**src/rtl/acc_round_pkg.sv**
```systemverilog
package acc_round_pkg;
  typedef enum logic {
    RMODE_CONVERGENT   = 1'b0,
    RMODE_CONVENTIONAL = 1'b1
  } rmode_e;

  localparam int CTL_W        = 16;
  localparam int CTL_MODE_BIT = 1;
  localparam int CTL_SAT_BIT  = 2;
endpackage

```
**src/rtl/acc_round_ctl.sv**
```systemverilog
module acc_round_ctl
  import acc_round_pkg::*;
#(
  parameter int CW = CTL_W
) (
  input  logic          clk,
  input  logic          rst_n,
  input  logic          wr_en,
  input  logic [CW-1:0] wr_data,
  output rmode_e        mode,
  output logic          sat_en,
  output logic [CW-1:0] rd_data
);
  rmode_e mode_q, mode_d;
  logic   sat_q, sat_d;

  always_comb begin
    mode_d = mode_q;
    sat_d  = sat_q;
    if (wr_en) begin
      mode_d = rmode_e'(wr_data[CTL_MODE_BIT]);
      sat_d  = wr_data[CTL_SAT_BIT];
    end
  end

  always_ff @(posedge clk or negedge rst_n) begin
    if (!rst_n) begin
      mode_q <= RMODE_CONVERGENT;
      sat_q  <= 1'b0;
    end else if (wr_en) begin
      mode_q <= mode_d;
      sat_q  <= sat_d;
    end
  end

  always_comb begin
    rd_data               = '0;
    rd_data[CTL_MODE_BIT] = mode_q;
    rd_data[CTL_SAT_BIT]  = sat_q;
  end

  assign mode   = mode_q;
  assign sat_en = sat_q;
endmodule

```
**src/rtl/acc_round_decide.sv**
```systemverilog
module acc_round_decide
  import acc_round_pkg::*;
#(
  parameter int WORD_W  = 16,
  parameter int GUARD_W = 8,
  localparam int UP_W   = WORD_W + GUARD_W
) (
  input  logic [UP_W-1:0]   upper,
  input  logic [WORD_W-1:0] lower,
  input  logic              round_en,
  input  rmode_e            mode,
  output logic              round_up,
  output logic [UP_W-1:0]   sum
);
  localparam logic [WORD_W-1:0] HALF = {1'b1, {(WORD_W-1){1'b0}}};

  logic above_half, at_half, conv_up, cvg_up;

  always_comb begin
    above_half = lower > HALF;
    at_half    = lower == HALF;
    conv_up    = lower[WORD_W-1];
    cvg_up     = above_half | (at_half & upper[0]);
    round_up   = 1'b0;
    if (round_en) begin
      round_up = (mode == RMODE_CONVENTIONAL) ? conv_up : cvg_up;
    end
    sum = upper + UP_W'(round_up);
  end
endmodule

```
**src/rtl/acc_round_sat.sv**
```systemverilog
module acc_round_sat #(
  parameter int WORD_W  = 16,
  parameter int GUARD_W = 8,
  localparam int UP_W   = WORD_W + GUARD_W
) (
  input  logic [UP_W-1:0]   value,
  input  logic              sat_en,
  output logic              ovf,
  output logic [WORD_W-1:0] word
);
  localparam logic [WORD_W-1:0] POS_MAX = {1'b0, {(WORD_W-1){1'b1}}};
  localparam logic [WORD_W-1:0] NEG_MIN = {1'b1, {(WORD_W-1){1'b0}}};

  logic [UP_W-WORD_W:0] top_bits;

  always_comb begin
    top_bits = value[UP_W-1:WORD_W-1];
    ovf      = !((&top_bits) | ~(|top_bits));
    word     = value[WORD_W-1:0];
    if (sat_en && ovf) begin
      word = value[UP_W-1] ? NEG_MIN : POS_MAX;
    end
  end
endmodule

```
**src/rtl/acc_store_round.sv**
```systemverilog
module acc_store_round
  import acc_round_pkg::*;
#(
  parameter int WORD_W  = 16,
  parameter int GUARD_W = 8,
  localparam int ACC_W  = GUARD_W + 2 * WORD_W,
  localparam int UP_W   = GUARD_W + WORD_W
) (
  input  logic              clk,
  input  logic              rst_n,
  input  logic              ctl_wr_en,
  input  logic [CTL_W-1:0]  ctl_wr_data,
  output logic [CTL_W-1:0]  ctl_rd_data,
  input  logic [ACC_W-1:0]  acc_in,
  input  logic              rnd_store_req,
  input  logic              wb_req,
  input  logic              plain_store_req,
  output logic [WORD_W-1:0] st_data,
  output logic              st_valid
);
  rmode_e            mode;
  logic              sat_en;
  logic              round_en, any_req, round_up, ovf;
  logic [UP_W-1:0]   sum;
  logic [WORD_W-1:0] sat_word;
  logic [WORD_W-1:0] data_q, data_d;
  logic              valid_q, valid_d;

  acc_round_ctl #(.CW(CTL_W)) u_ctl (
    .clk     (clk),
    .rst_n   (rst_n),
    .wr_en   (ctl_wr_en),
    .wr_data (ctl_wr_data),
    .mode    (mode),
    .sat_en  (sat_en),
    .rd_data (ctl_rd_data)
  );

  acc_round_decide #(.WORD_W(WORD_W), .GUARD_W(GUARD_W)) u_decide (
    .upper    (acc_in[ACC_W-1:WORD_W]),
    .lower    (acc_in[WORD_W-1:0]),
    .round_en (round_en),
    .mode     (mode),
    .round_up (round_up),
    .sum      (sum)
  );

  acc_round_sat #(.WORD_W(WORD_W), .GUARD_W(GUARD_W)) u_sat (
    .value  (sum),
    .sat_en (sat_en),
    .ovf    (ovf),
    .word   (sat_word)
  );

  always_comb begin
    round_en = rnd_store_req | wb_req;
    any_req  = round_en | plain_store_req;
    valid_d  = any_req;
    data_d   = any_req ? sat_word : data_q;
  end

  always_ff @(posedge clk or negedge rst_n) begin
    if (!rst_n) begin
      valid_q <= 1'b0;
    end else begin
      valid_q <= valid_d;
    end
  end

  always_ff @(posedge clk or negedge rst_n) begin
    if (!rst_n) begin
      data_q <= '0;
    end else if (any_req) begin
      data_q <= data_d;
    end
  end

  assign st_data  = data_q;
  assign st_valid = valid_q;
endmodule

```
**config.mk**
```make
export PLATFORM = sky130hd
export DESIGN_NAME = acc_store_round
export DESIGN_NICKNAME = d
export VERILOG_FILES = /design/src/rtl/acc_round_pkg.sv /design/src/rtl/acc_round_ctl.sv /design/src/rtl/acc_round_decide.sv /design/src/rtl/acc_round_sat.sv /design/src/rtl/acc_store_round.sv
export SDC_FILE = /design/constraint.sdc
export NUM_CORES = 1
export LEC_CHECK = 0
export ABC_AREA = 1
export BUFFER_PORTS_ARGS = -buffer_cell sky130_fd_sc_hd__buf_4
export CORE_UTILIZATION = 35
export DETAILED_ROUTE_END_ITERATION = 7
export SYNTH_ARGS = -nofsm -noshare
export SYNTH_HDL_FRONTEND = slang
export SYNTH_SLANG_ARGS = --single-unit
```
**constraint.sdc**
```tcl
create_clock -name clk -period 2.8 [get_ports clk]
set_input_delay 0.56 -clock clk [delete_from_list [all_inputs] [get_ports clk]]
set_output_delay 0.56 -clock clk [all_outputs]
set_load 0.02 [all_outputs]
```
### After elaboration in Yosys (flattened, before gate mapping)

Index checks and enable logic that the tools add are counted.
Widths: inputs -> output; s select.

* add/subtract/negate cells: 1
* magnitude comparators: 1
* equality and inequality tests: 1
* muxes and demuxes: 4
* bitwise logic cells: 6
* reductions and logical operators: 4

Operators with widths (number)
* $mux 16: 2
* $add 24x1->24: 1
* $eq 16x16->1 const B: 1
* $gt 16x16->1 const B: 1
* $reduce_and 9->1: 1
* $reduce_or 9->1: 1
* $or 1x1->1: 4
* $mux 1: 2
* $and 1x1->1: 1
* $logic_and 1x1->1: 1
* $logic_not 1->1: 1
* $not 1->1: 1

* bits in registers: 19
* input port bits: 62
* output and inout bits: 33
* logic and storage cells: 21

### Logic depth before layout (Yosys ltp)

Gate-level depths: netlist of the first run.

* depth in word-level cells: 12
* mapped depth: 22
* depth with buffers taken out: 22

### By module

Synthesis of the first run repeated with hierarchy kept, for this count alone.

* cell total of the unflattened synthesis: 292
* area, all modules: 1868.0 µm²

By module, submodules not included
* acc_round_decide: instances 1, cells each 139, area an instance 699.4 µm², sequential area each 0.0 µm²
* acc_store_round: instances 1, cells each 72, area an instance 688.2 µm², sequential area each 425.4 µm²
* acc_round_sat: instances 1, cells each 55, area an instance 280.3 µm², sequential area each 0.0 µm²
* acc_round_ctl: instances 1, cells each 26, area an instance 200.2 µm², sequential area each 50.0 µm²

### Worst setup path after synthesis of the first run

No wires, ideal clock.

* kind: input to register
* from: input acc_in[2]
* to: register data_q[10], in the netlist st_data[10]
* setup time: 0.120 ns
* arrival: 2.870 ns
* data required time: 2.680 ns
* path slack: -0.191 ns
* stages: 21
* buffers on the path: 1
* cells stage by stage: or4_1 -> nor3_1 -> nand4_1 -> nand3_1 -> inv_1 -> ha_1 -> ha_1 -> nand2_2 -> nor2_8 -> nand2_2 -> nor2_1 -> nand2_1 -> nand2_1 -> nor2_1 -> and2_1 -> nand2_1 -> nand3_1 -> nand2_1 -> inv_2 -> buf_6 -> a21oi_2

* word-level cells in the longest chain between the ends: 12
* elaborated cells between the ends (all ways): 15
* those cells by class: 1 x add/sub; 1 x order compare; 1 x eq/ne; 4 x mux; 4 x bitwise; 4 x reduce/logical

Ends and longest elaborated chain
* start, declared: RTL line acc_store_round.sv:14 `input logic [ACC_W-1:0] acc_in,`
* branches (longest 2 deep; another with $gt 16x16->1)
* $or 1x1->1 (*): RTL line acc_round_decide.sv:23 `cvg_up = above_half | (at_half & upper[0]);`
* $mux 1 (*): RTL line acc_round_decide.sv:26 `round_up = (mode == RMODE_CONVENTIONAL) ? conv_up : cvg_up;`
* $mux 1 (*): RTL line acc_round_decide.sv:25 `if (round_en) begin`
* $add 24x1->24 (*): RTL line acc_round_decide.sv:28 `sum = upper + UP_W'(round_up);`
* $reduce_or 9->1: RTL line acc_round_sat.sv:18 `ovf = !((&top_bits) | ~(|top_bits));`
* $not 1->1: RTL line acc_round_sat.sv:18
* $or 1x1->1: RTL line acc_round_sat.sv:18
* $logic_not 1->1: RTL line acc_round_sat.sv:18
* $logic_and 1x1->1: RTL line acc_round_sat.sv:20 `if (sat_en && ovf) begin`
* $mux 16 (*): RTL line acc_round_sat.sv:20
* end signal, assigned: RTL line acc_store_round.sv:74 `data_q <= data_d;`
* end, declared: RTL line acc_store_round.sv:26 `logic [WORD_W-1:0] data_q, data_d;`

Mark *: on every way between the ends.
A chain may end at the register's enable or synchronous reset.

### Worst setup path in the final report of the first run

* from: input acc_in[2]
* to: register data_q[2], in the netlist st_data[2]

The elaborated chain is that of the path after synthesis.

==> key figures, run 1 <==
Synth
  – Dominant cell type by area after synthesis: dfrtp_1
  – Post-synth EDFFs: 0
  – Area share of the largest cell type after synthesis: 25.9%
  – Netlist cell types: 35
  – Count leader, synth: nand2_1
  – Syn Inst Count: 262
  – Syn_area_per_cell: 7.02 µm²
  – Most common flop cell mapped by yosys: dfrtp_1
  – Top cells by area, synth: dfrtp_1 (26%), nand2_1 (13%), nor2_1 (9.2%)
  – Flops & latches, synth: 19
  – Yosys warns: 0
  – Sequential-to-total area share from yosys stat: 25.9%
  – Synthesized area: 1840 µm²
  – Async SR Flop Fraction: 100%
  – Synth cell count leaders: nand2_1 (66), nor2_1 (45), dfrtp_1 (19), inv_1 (19), buf_4 (16)

Critical path
  – Required time of the critical path: 2.95 ns
  – CP Class: in2reg
  – Arrival @ worst endpoint: 3.00 ns
  – Startpoint class of the critical path: input port
  – Crit. End Element: flip-flop
  – CP Max Fanout: 16

Power
  – Max rail drop VDD: 0.148 mV
  – Leakage: 1.33 nW
  – Pwr/cell area: 333 nW/µm²

Routing
  – DRC: 0
  – Post-Route WL: 4480 µm
  – Number of vias per cell: 4.36
  – Post-route ant nets: 0
  – WL/cell: 10.9 µm
  – 1st-iter DRT viols: 33
  – Vias: 1798
  – Router iterations before antenna repair: 4

Global route
  – GRT Util Overall: 17.1%
  – First-pass GRT wire length: 7340 µm
  – Initial antenna violation count: 0
  – Pin count of the biggest net entering global routing: 20
  – Vias in the first global route: 1645
  – GR Overflow Total: 0

Floorplanning
  – Row count: 26
  – Core area: 5070 µm²
  – Initial Utilization: 36.2%
  – IO Pins: 95
  – Die Area: 5550 µm²
  – Die Height: 74.5 µm
  – DIE WIDTH: 74.5 µm

Place
  – PortBufs: 66
  – Placed inst area: 2460 µm²
  – Final HPWL DP: 3530 µm
  – Routability cong.: 0.927
  – Placement Setup Slack: -0.460 ns

Cells and area
  – Finished Cell Area: 2600 µm²
  – Fin nets: 407
  – Area Growth Syn to Fin: 41.4%
  – N_diodes: 0
  – Share of cells above drive strength 1: 42.7%

Timing
  – RSZ-0062 raised after global routing: yes
  – Fmax: 350 MHz
  – Hold_ws: 0.156 ns
  – Slew Viols, Final: 0
  – Fin crit share: 102%
  – Fin. Hold Viols: 0
  – Finish-stage setup viols: 16
  – Skew final: 0.00573 ns
  – Final min period: 2.86 ns
  – Final setup margin: -0.0552 ns

Run status
  – Failing checks: negative setup slack
  – Status: finished with violations

CTS
  – TritonCTS clock tree: done
  – Clk_lat worst skew: 0.26 ns
  – Post-CTS Hold Fix Bufs: 0
  – Clock tree sinks: 19
  – CTS max path bufs: 2
  – CTS clk-pin slew, worst paths: 0.08 ns
  – Root Driver: clkbuf_8
  – Htree depth: 1
  – CTS Buf Count: 3

Worst hold path
  – HP Class: in2async

Job
  – Max_cap viols: 0
==> area by class of cell <==
cell class,count,area (µm²)
clock inverters,1,5.00
flip-flops and latches,19,475
clock buffers,3,41.3
multi-input cells,215,1280
repair buffers,81,628
inverters,23,86.3
fillers,533,2470
well taps,70,87.6
==> per-layer routing <==
| metal | share of wire (%) | track usage, % |
|---|---|---|
| met4 | 1.8 | 6.71 |
| met3 | 3.1 | 0.949 |
| met1 | 46 | 22.4 |
| met2 | 49 | 29.3 |
| met5 | 0 | 0 |
==> report_power, final <==
group          switching, mW  leakage, nW  internal, mW
registers             0.0211        0.221         0.309
clock network         0.0950       0.0255        0.0991
logic                  0.190         1.08         0.151
total                  0.306         1.33         0.559
==> per-stage QoR <==
step	power, mW	std cells	TNS, ns	utilization [%]
2_1_floorplan	0.539	275	-1.13	-
3_3_place_gp	0.664	405	-6.42	48.6
3_5_place_dp	0.667	405	-6.87	48.6
4_1_cts	0.872	412	-0.591	50.9
5_1_grt	0.916	412	-3.62	51.2
6_report	0.866	412	-0.606	51.2
==> cells by family (layout without fill, tap and decap cells) <==
group,count (synthesis),count (layout),share of synthesized area [%]
XOR/XNOR,13,13,6.19
AND/OR/NAND/NOR,164,165,44.8
adder cells (fa/ha/maj),2,2,1.36
multiplexers,2,2,1.22
buffers and inverters,42,108,13.1
AO/OA/AOI/OAI,19,19,7.21
flip-flops,19,19,25.9
other,1,14,0.204
==> worst max-delay path, stage by stage <==
cell and delay (ns):
buf_6 0.09, or4_4 0.53, nor3_4 0.12, nand4_1 0.09, nand3_1 0.09, inv_2 0.05, ha_4 0.16, ha_4 0.16
nand2_4 0.07, nor2_8 0.06, nand3b_4 0.09, nor2_2 0.04, nand2_1 0.08, nand2_1 0.08, nor2_1 0.09, and2_1 0.12
nand2_1 0.06, nand3_1 0.07, nand2_1 0.06, inv_2 0.08, buf_12 0.15, a21oi_1 0.08
==> worst paths after layout <==
kind	startpoint	to	slack [ns]	depth (start not counted)
setup reg to reg	u_ctl.mode	st_data[2]	0.38	19
hold / removal	rst_n	st_valid	0.16	1
hold reg to reg	st_data[15]	st_data[15]	0.49	2
max in group asynchronous	rst_n	u_ctl.sat_en	2.44	1
setup / recovery	acc_in[2]	st_data[2]	-0.06	22
min in group clk	st_data[15]	st_data[15]	0.49	2
==> what timing repair did <==
item / CTS / global route
endpoints found under the setup margin: 16 / 16
cloned: 1 / 0
buffers inserted: 2 / 0
resized for setup: 12 / 4
pin swaps: 8 / 3
==> flip-flops by register name, summed over array words and instances, names as in the netlist <==
| register | cells |
|---|---|
| u_ctl.mode | 1 |
| st_valid | 1 |
| st_data | 16 |
| u_ctl.sat_en | 1 |
==> cell usage in the layout, fill, tap and decap left out, drive strengths merged <==
master  synthesis  final
ha              2      2
buf            18     81
o21ai           4      4
nand2          83     83
clkbuf          1      3
or4             1      1
xnor2           7      7
conb            1     14
nor3            4      4
xor2            6      6
nand3b          2      2
and2            1      1
clkinv          1      2
nor4            2      2
nor2           55     55
inv            22     22
mux2            2      2
nand4           4      4
a21oi          15     15
nand3          12     13
dfrtp          19     19
Note: power is estimated with default switching activity, not from simulation.
==> run 2: changes to the inputs <==
--- a/config.mk
+++ b/config.mk
@@ -8,7 +8,9 @@
 export ABC_AREA = 1
 export BUFFER_PORTS_ARGS = -buffer_cell sky130_fd_sc_hd__buf_4
 export CORE_UTILIZATION = 35
+export CTS_CLUSTER_SIZE = 25
 export DETAILED_ROUTE_END_ITERATION = 7
 export SYNTH_ARGS = -nofsm -noshare
 export SYNTH_HDL_FRONTEND = slang
+export SYNTH_HIERARCHICAL = 1
 export SYNTH_SLANG_ARGS = --single-unit
==> key figures, run 2 <==
Run status
  – Status: completed (was finished with violations)

Routing
  – Post-route ant nets: 0 (unchanged)
  – Router iterations before antenna repair: 6 (was 4)
  – WL/cell: 10.8 µm (was 10.9 µm)
  – Post-Route WL: 4820 µm (was 4480 µm)
  – 1st-iter DRT viols: 53 (was 33)
  – Vias: 1957 (was 1798)
  – Number of vias per cell: 4.37 (was 4.36)
  – DRC: 0 (unchanged)

Power
  – Leakage: 1.44 nW (was 1.33 nW)
  – Pint: 0.561 mW (was 0.559 mW)
  – Combinational share of power: 40.6% (was 39.4%)
  – Clk pwr share: 21.2% (was 22.4%)
  – Max rail drop VDD: 0.147 mV (was 0.148 mV)
  – Switching Fraction: 34.9% (was 35.4%)
  – Psw: 0.301 mW (was 0.306 mW)
  – Reg power frac: 38.1% (about the same)
  – Pwr/cell area: 316 nW/µm² (was 333 nW/µm²)
  – Design Power: 0.862 mW (was 0.866 mW)

Global route
  – Met1 Use GR: 21.7% (was 22.4%)
  – First-pass GRT wire length: 7910 µm (was 7340 µm)
  – GR Overflow Total: 0 (unchanged)
  – M3 GR Usage: 0.535% (was 0.949%)
  – Vias in the first global route: 1857 (was 1645)
  – GRT Util Overall: 18.2% (was 17.1%)
  – M2 GR Usage: 34.9% (was 29.3%)
  – Pin count of the biggest net entering global routing: 20 (unchanged)
  – Initial antenna violation count: 0 (unchanged)
  – Top Usage Layer GRT: met2 (unchanged)

Cells and area
  – Layout Cells excl Fill: 448 (was 412)
  – Most common cell after layout, fill and taps aside: nand2_1 (was buf_4)
  – # fillers: 531 (was 533)
  – Area Growth Syn to Fin: 46.7% (was 41.4%)
  – Fin nets: 443 (was 407)
  – Largest register FFs: 16 (unchanged)
  – Post-Route Utilization: 53.5% (was 51.2%)
  – Share of cells above drive strength 1: 37.8% (was 42.7%)
  – Storage cell area: 475 µm² (unchanged)
  – Most frequent cells in the layout: nand2_1 (120), buf_4 (89), nor2_1 (28) (was buf_4 (78), nand2_1 (65), nor2_1 (42))
  – Finished Cell Area: 2730 µm² (was 2600 µm²)
  – Multi-input logic area: 1390 µm² (was 1280 µm²)
  – N_diodes: 0 (unchanged)

Critical path
  – Crit-path cells: buf_4, or2_4, nor2_4, nand3_2, nand3_2, inv_2, ha_4, buf_4, inv_4, nor2_4, nand2_4, nor2_4, xor2_2, inv_1, nor2_2, nand3_4, nand3_4, nand2_1, nand2_1, nand2_1, nand2_1 (was buf_6, or4_4, nor3_4, nand4_1, nand3_1, inv_2, ha_4, ha_4, nand2_4, nor2_8, nand3b_4, nor2_2, nand2_1, nand2_1, nor2_1, and2_1, nand2_1, nand3_1, nand2_1, inv_2, buf_12, a21oi_1)
  – CP peak stage delay: 0.24 ns (was 0.53 ns)
  – Arrival @ worst endpoint: 2.85 ns (was 3.00 ns)
  – Startpoint class of the critical path: input port (unchanged)
  – Crit. End Element: flip-flop (unchanged)
  – CP most frequent cell: nand2_1 (unchanged)
  – R2R Setup Slk: 0.22 ns (was 0.38 ns)
  – CP Max Fanout: 8 (was 16)
  – Required time of the critical path: 2.99 ns (was 2.95 ns)
  – Critical path's slowest cell: or2_4 (was or4_4)
  – CP Class: in2reg (unchanged)

CTS
  – Clock tree sinks: 19 (unchanged)
  – CTS Buf Count: 3 (unchanged)
  – TritonCTS clock tree: done (unchanged)
  – Htree depth: 1 (unchanged)
  – Root Driver: clkbuf_8 (unchanged)
  – Post-CTS Hold Fix Bufs: 0 (unchanged)
  – Clk_lat worst skew: 0.25 ns (was 0.26 ns)
  – CTS max path bufs: 2 (unchanged)
  – CTS clk-pin slew, worst paths: 0.07 ns (was 0.08 ns)

Place
  – Final HPWL DP: 3760 µm (was 3530 µm)
  – Placement Setup Slack: -0.369 ns (was -0.460 ns)
  – Placed inst area: 2450 µm² (was 2460 µm²)
  – Placed Instances: 436 (was 405)
  – PortBufs: 66 (unchanged)
  – Routability cong.: 0.901 (was 0.927)

Floorplanning
  – IO Pins: 95 (unchanged)
  – DIE WIDTH: 74.9 µm (was 74.5 µm)
  – Core area: 5110 µm² (was 5070 µm²)
  – Die Area: 5610 µm² (was 5550 µm²)
  – Die Height: 74.9 µm (was 74.5 µm)
  – Row count: 26 (unchanged)
  – Initial Utilization: 36.4% (was 36.2%)

Timing
  – Skew final: 0.00256 ns (was 0.00573 ns)
  – Final setup margin: 0.138 ns (was -0.0552 ns)
  – Finish-stage setup viols: 0 (was 16)
  – Slew Viols, Final: 0 (unchanged)
  – Fin crit share: 95.1% (was 102%)
  – Setup TNS: 0 ns (was -0.606 ns)
  – Hold_ws: 0.174 ns (was 0.156 ns)
  – Final min period: 2.66 ns (was 2.86 ns)
  – Fmax: 376 MHz (was 350 MHz)
  – Fin. Hold Viols: 0 (unchanged)

Synth
  – Synthesized area: 1860 µm² (was 1840 µm²)
  – Syn_area_per_cell: 6.39 µm² (was 7.02 µm²)
  – Syn Inst Count: 291 (was 262)
  – Yosys warns: 6 (was 0)

Job
  – Max_cap viols: 0 (unchanged)

Worst hold path
  – HP Class: in2async (unchanged)
run 2: final timing paths:
check | startpoint | to | depth (start not counted)
worst min-delay path | rst_n | st_data[8] | 1
worst min register to register | st_data[7] | st_data[7] | 2
min in group clk | ctl_wr_data[1] | u_ctl/mode | 3
worst max-delay path | acc_in[0] | st_data[3] | 21
worst max register to register | u_ctl/mode | st_data[3] | 21
max in group asynchronous | rst_n | st_valid | 1
run 2: timing repair:
| action | in CTS | in global routing |
|---|---|---|
| setup endpoints to repair | 16 | 16 |
| buffers inserted | 3 | 3 |
| gates cloned | 2 | 0 |
| resized for setup | 19 | 22 |
| pin swaps | 18 | 19 |
| hold endpoints to repair | 0 | 0 |
run 2: power by group through the flow:
stage          Sequential (mW)  Combinational (mW)  Clock (mW)
2_1_floorplan            0.368               0.159           0
3_3_place_gp             0.332               0.319           0
3_5_place_dp             0.332               0.323           0
4_1_cts                  0.329               0.341       0.188
5_1_grt                  0.333               0.388       0.196
6_report                 0.329               0.350       0.183
run 2: area by class of cell:
| class | instances | area share, % |
|---|---|---|
| Multi-Input combinational cell | 250 | 51.0 |
| Timing Repair Buffer | 89 | 24.5 |
| Sequential cell | 19 | 17.4 |
| Tap cell | 70 | 3.21 |
| Inverter | 16 | 2.29 |
| Clock buffer | 4 | 1.65 |
run 2: critical path: cells and delay by family:
family / cells / cell delay [ns]
buf+inv: 5 / 0.41
fa+ha+maj: 1 / 0.16
xor+xnor: 1 / 0.20
simple gates: 14 / 1.54
run 2: metal layers:
metal / vias up / routed length (µm) / part of all wire (%)
met5: - / 0 / 0
met4: 0 / 78 / 1.6
met3: 4 / 123 / 2.5
met2: 49 / 2450 / 51
met1: 859 / 2180 / 45
li1: 1045 / - / -
==> run 3: changes to the inputs <==
==> constraint.sdc (replaced) <==
create_clock -name clk -period 3.36 [get_ports clk]
set_input_delay 0.672 -clock clk [delete_from_list [all_inputs] [get_ports clk]]
set_output_delay 0.672 -clock clk [all_outputs]
set_load 0.02 [all_outputs]
==> key figures, run 3 (same netlist as run 2, synthesis figures left out) <==
Critical path
  – Crit. End Element: flip-flop (unchanged)
  – CP peak stage delay: 0.28 ns (was 0.24 ns)
  – Worst Path Buf+Inv: 2 (was 5)
  – Crit-path cells: buf_4, or2_2, nor2_1, nand3_1, nand3_1, inv_1, ha_1, ha_1, nand2_1, nor2_2, nand2_1, nor2_1, xor2_1, nand2_1, nor2_1, nand3_2, nand3_2, nand2_1, nand2_1, nand2_1, nand2_1 (was buf_4, or2_4, nor2_4, nand3_2, nand3_2, inv_2, ha_4, buf_4, inv_4, nor2_4, nand2_4, nor2_4, xor2_2, inv_1, nor2_2, nand3_4, nand3_4, nand2_1, nand2_1, nand2_1, nand2_1)
  – Critical path's slowest cell: or2_2 (was or2_4)
  – R2R Setup Slk: 0.49 ns (was 0.22 ns)
  – Crit path max-delay family: simple AND/OR/NAND/NOR gates (unchanged)
  – Startpoint class of the critical path: input port (unchanged)
  – CP Class: in2reg (unchanged)
  – Arrival @ worst endpoint: 3.30 ns (was 2.85 ns)
  – CP Max Fanout: 8 (unchanged)
  – Required time of the critical path: 3.55 ns (was 2.99 ns)
  – CP most frequent cell: nand2_1 (unchanged)

Timing
  – Slew Viols, Final: 0 (unchanged)
  – Fmax: 321 MHz
  – Fin crit share: 92.7%
  – Skew final: 0.00337 ns (was 0.00256 ns)
  – Finish-stage setup viols: 0 (unchanged)
  – Fin. Hold Viols: 0 (unchanged)
  – Final min period: 3.11 ns
  – RSZ-0062 raised after global routing: no
  – Hold_ws: 0.286 ns (was 0.174 ns)

Floorplanning
  – DIE WIDTH: 74.9 µm (unchanged)
  – Core area: 5110 µm² (unchanged)
  – Die Height: 74.9 µm (unchanged)
  – Die Area: 5610 µm² (unchanged)
  – Row count: 26 (unchanged)
  – Initial Utilization: 36.4% (unchanged)
  – IO Pins: 95 (unchanged)

Global route
  – Initial antenna violation count: 0 (unchanged)
  – Pin count of the biggest net entering global routing: 20 (unchanged)
  – Vias in the first global route: 1704 (was 1857)
  – First-pass GRT wire length: 7410 µm (was 7910 µm)
  – GR Overflow Total: 0 (unchanged)
  – GRT Util Overall: 16.9% (was 18.2%)

CTS
  – TritonCTS clock tree: done (unchanged)
  – Clock tree sinks: 19 (unchanged)
  – Post-CTS Hold Fix Bufs: 0 (unchanged)
  – CTS clk-pin slew, worst paths: 0.07 ns (about the same)
  – Clk_lat worst skew: 0.25 ns (about the same)
  – CTS Buf Count: 3 (unchanged)
  – CTS max path bufs: 2 (unchanged)
  – Root Driver: clkbuf_8 (unchanged)
  – Htree depth: 1 (unchanged)

Routing
  – Post-Route WL: 4550 µm (was 4820 µm)
  – Router iterations before antenna repair: 4 (was 6)
  – Vias: 1836 (was 1957)
  – DRC: 0 (unchanged)
  – Post-route ant nets: 0 (unchanged)
  – WL/cell: 10.7 µm (was 10.8 µm)
  – 1st-iter DRT viols: 46 (was 53)
  – Number of vias per cell: 4.30 (was 4.37)

Place
  – PortBufs: 66 (unchanged)
  – Routability cong.: 0.893 (was 0.901)
  – Final HPWL DP: 3690 µm (was 3760 µm)

Power
  – Pwr/cell area: 286 nW/µm² (was 316 nW/µm²)
  – Leakage: 1.32 nW (was 1.44 nW)
  – Max rail drop VDD: 0.115 mV (was 0.147 mV)
  – Design Power: 0.688 mW (was 0.862 mW)

Cells and area
  – Area Growth Syn to Fin: 29.3% (was 46.7%)
  – Largest register FFs: 16 (unchanged)
  – Share of cells above drive strength 1: 26.3% (was 37.8%)
  – Most frequent cells in the layout: nand2_1 (131), buf_4 (68), nor2_1 (32) (was nand2_1 (120), buf_4 (89), nor2_1 (28))
  – N_diodes: 0 (unchanged)
  – Post-Route Utilization: 47.1% (was 53.5%)
  – Most common cell after layout, fill and taps aside: nand2_1 (unchanged)
  – Fin nets: 422 (was 443)

Worst hold path
  – HP Class: in2async (unchanged)

Run status
  – Status: completed (unchanged)

Job
  – Max_cap viols: 0 (unchanged)
==> run 3: cell types whose count changed in the layout (fill, tap and decap cells not counted), moves of 3 or more <==
cell	change
buf_4	-21
nand3_1	+4
inv_1	+3
nand2_2	-9
nand2_1	+11
nor2_4	-3
nor2_1	+4
==> run 3: where the power goes <==
part | internal, mW | leakage [nW] | total (mW) | switching, mW
logic | 0.112 | 1.07 | 0.263 | 0.152
registers | 0.256 | 0.227 | 0.274 | 0.0177
clock network | 0.0839 | 0.0228 | 0.151 | 0.0666
==> run 3: per-layer routing <==
layer / track usage, % / routed length (µm)
met2: 30.7 / 2240
met3: 1.87 / 168
met1: 20.9 / 2090
met5: 0 / 0
met4: 5.03 / 53
==> run 3: final cells by class <==
type	count	area [µm²]
clock buffer	4	45.0
sequential	19	475
timing repair buffer	68	510
tap	70	87.6
fill	561	2700
inverter	16	60.1
multi-input combinational	250	1230
==> run 3: per-stage QoR <==
step	std cells	instance area [µm²]	setup WS [ns]	setup TNS [ns]
finish	427	2400	0.246	0
global route	427	2400	0.00914	0
CTS	425	2380	0.248	0
detailed placement	421	2330	-0.00369	-0.00788
global placement	421	2330	0.0335	0
floorplan	304	1910	0.445	0
==> run 3: final timing paths <==
path | from | endpoint | cells after the start
min | rst_n | st_data[13] | 1
min in group clk | u_ctl/mode | u_ctl/mode | 2
max | acc_in[0] | st_data[14] | 21
max in group asynchronous | rst_n | st_data[5] | 1
max reg2reg | u_ctl/mode | st_data[14] | 20
min reg2reg | u_ctl/mode | u_ctl/mode | 2
==> run 3: timing repair <==
action,CTS,global route
setup endpoints to repair,0,4
buffers inserted,0,0
gates resized for setup,0,1
==> run 3: worst register-to-register path, cell delays in order (launching register included) <==
cell and delay [ns]:
dfrtp_1 0.37, nor3_1 0.06, buf_4 0.13, nand3_1 0.07, nand3_1 0.10, inv_1 0.07, ha_1 0.18, ha_1 0.21
nand2_1 0.08, nor2_2 0.13, nand2_1 0.11, nor2_1 0.14, xor2_1 0.25, nand2_1 0.08, nor2_1 0.11, nand3_2 0.22
nand3_2 0.24, nand2_1 0.09, nand2_1 0.07, nand2_1 0.05, nand2_1 0.05
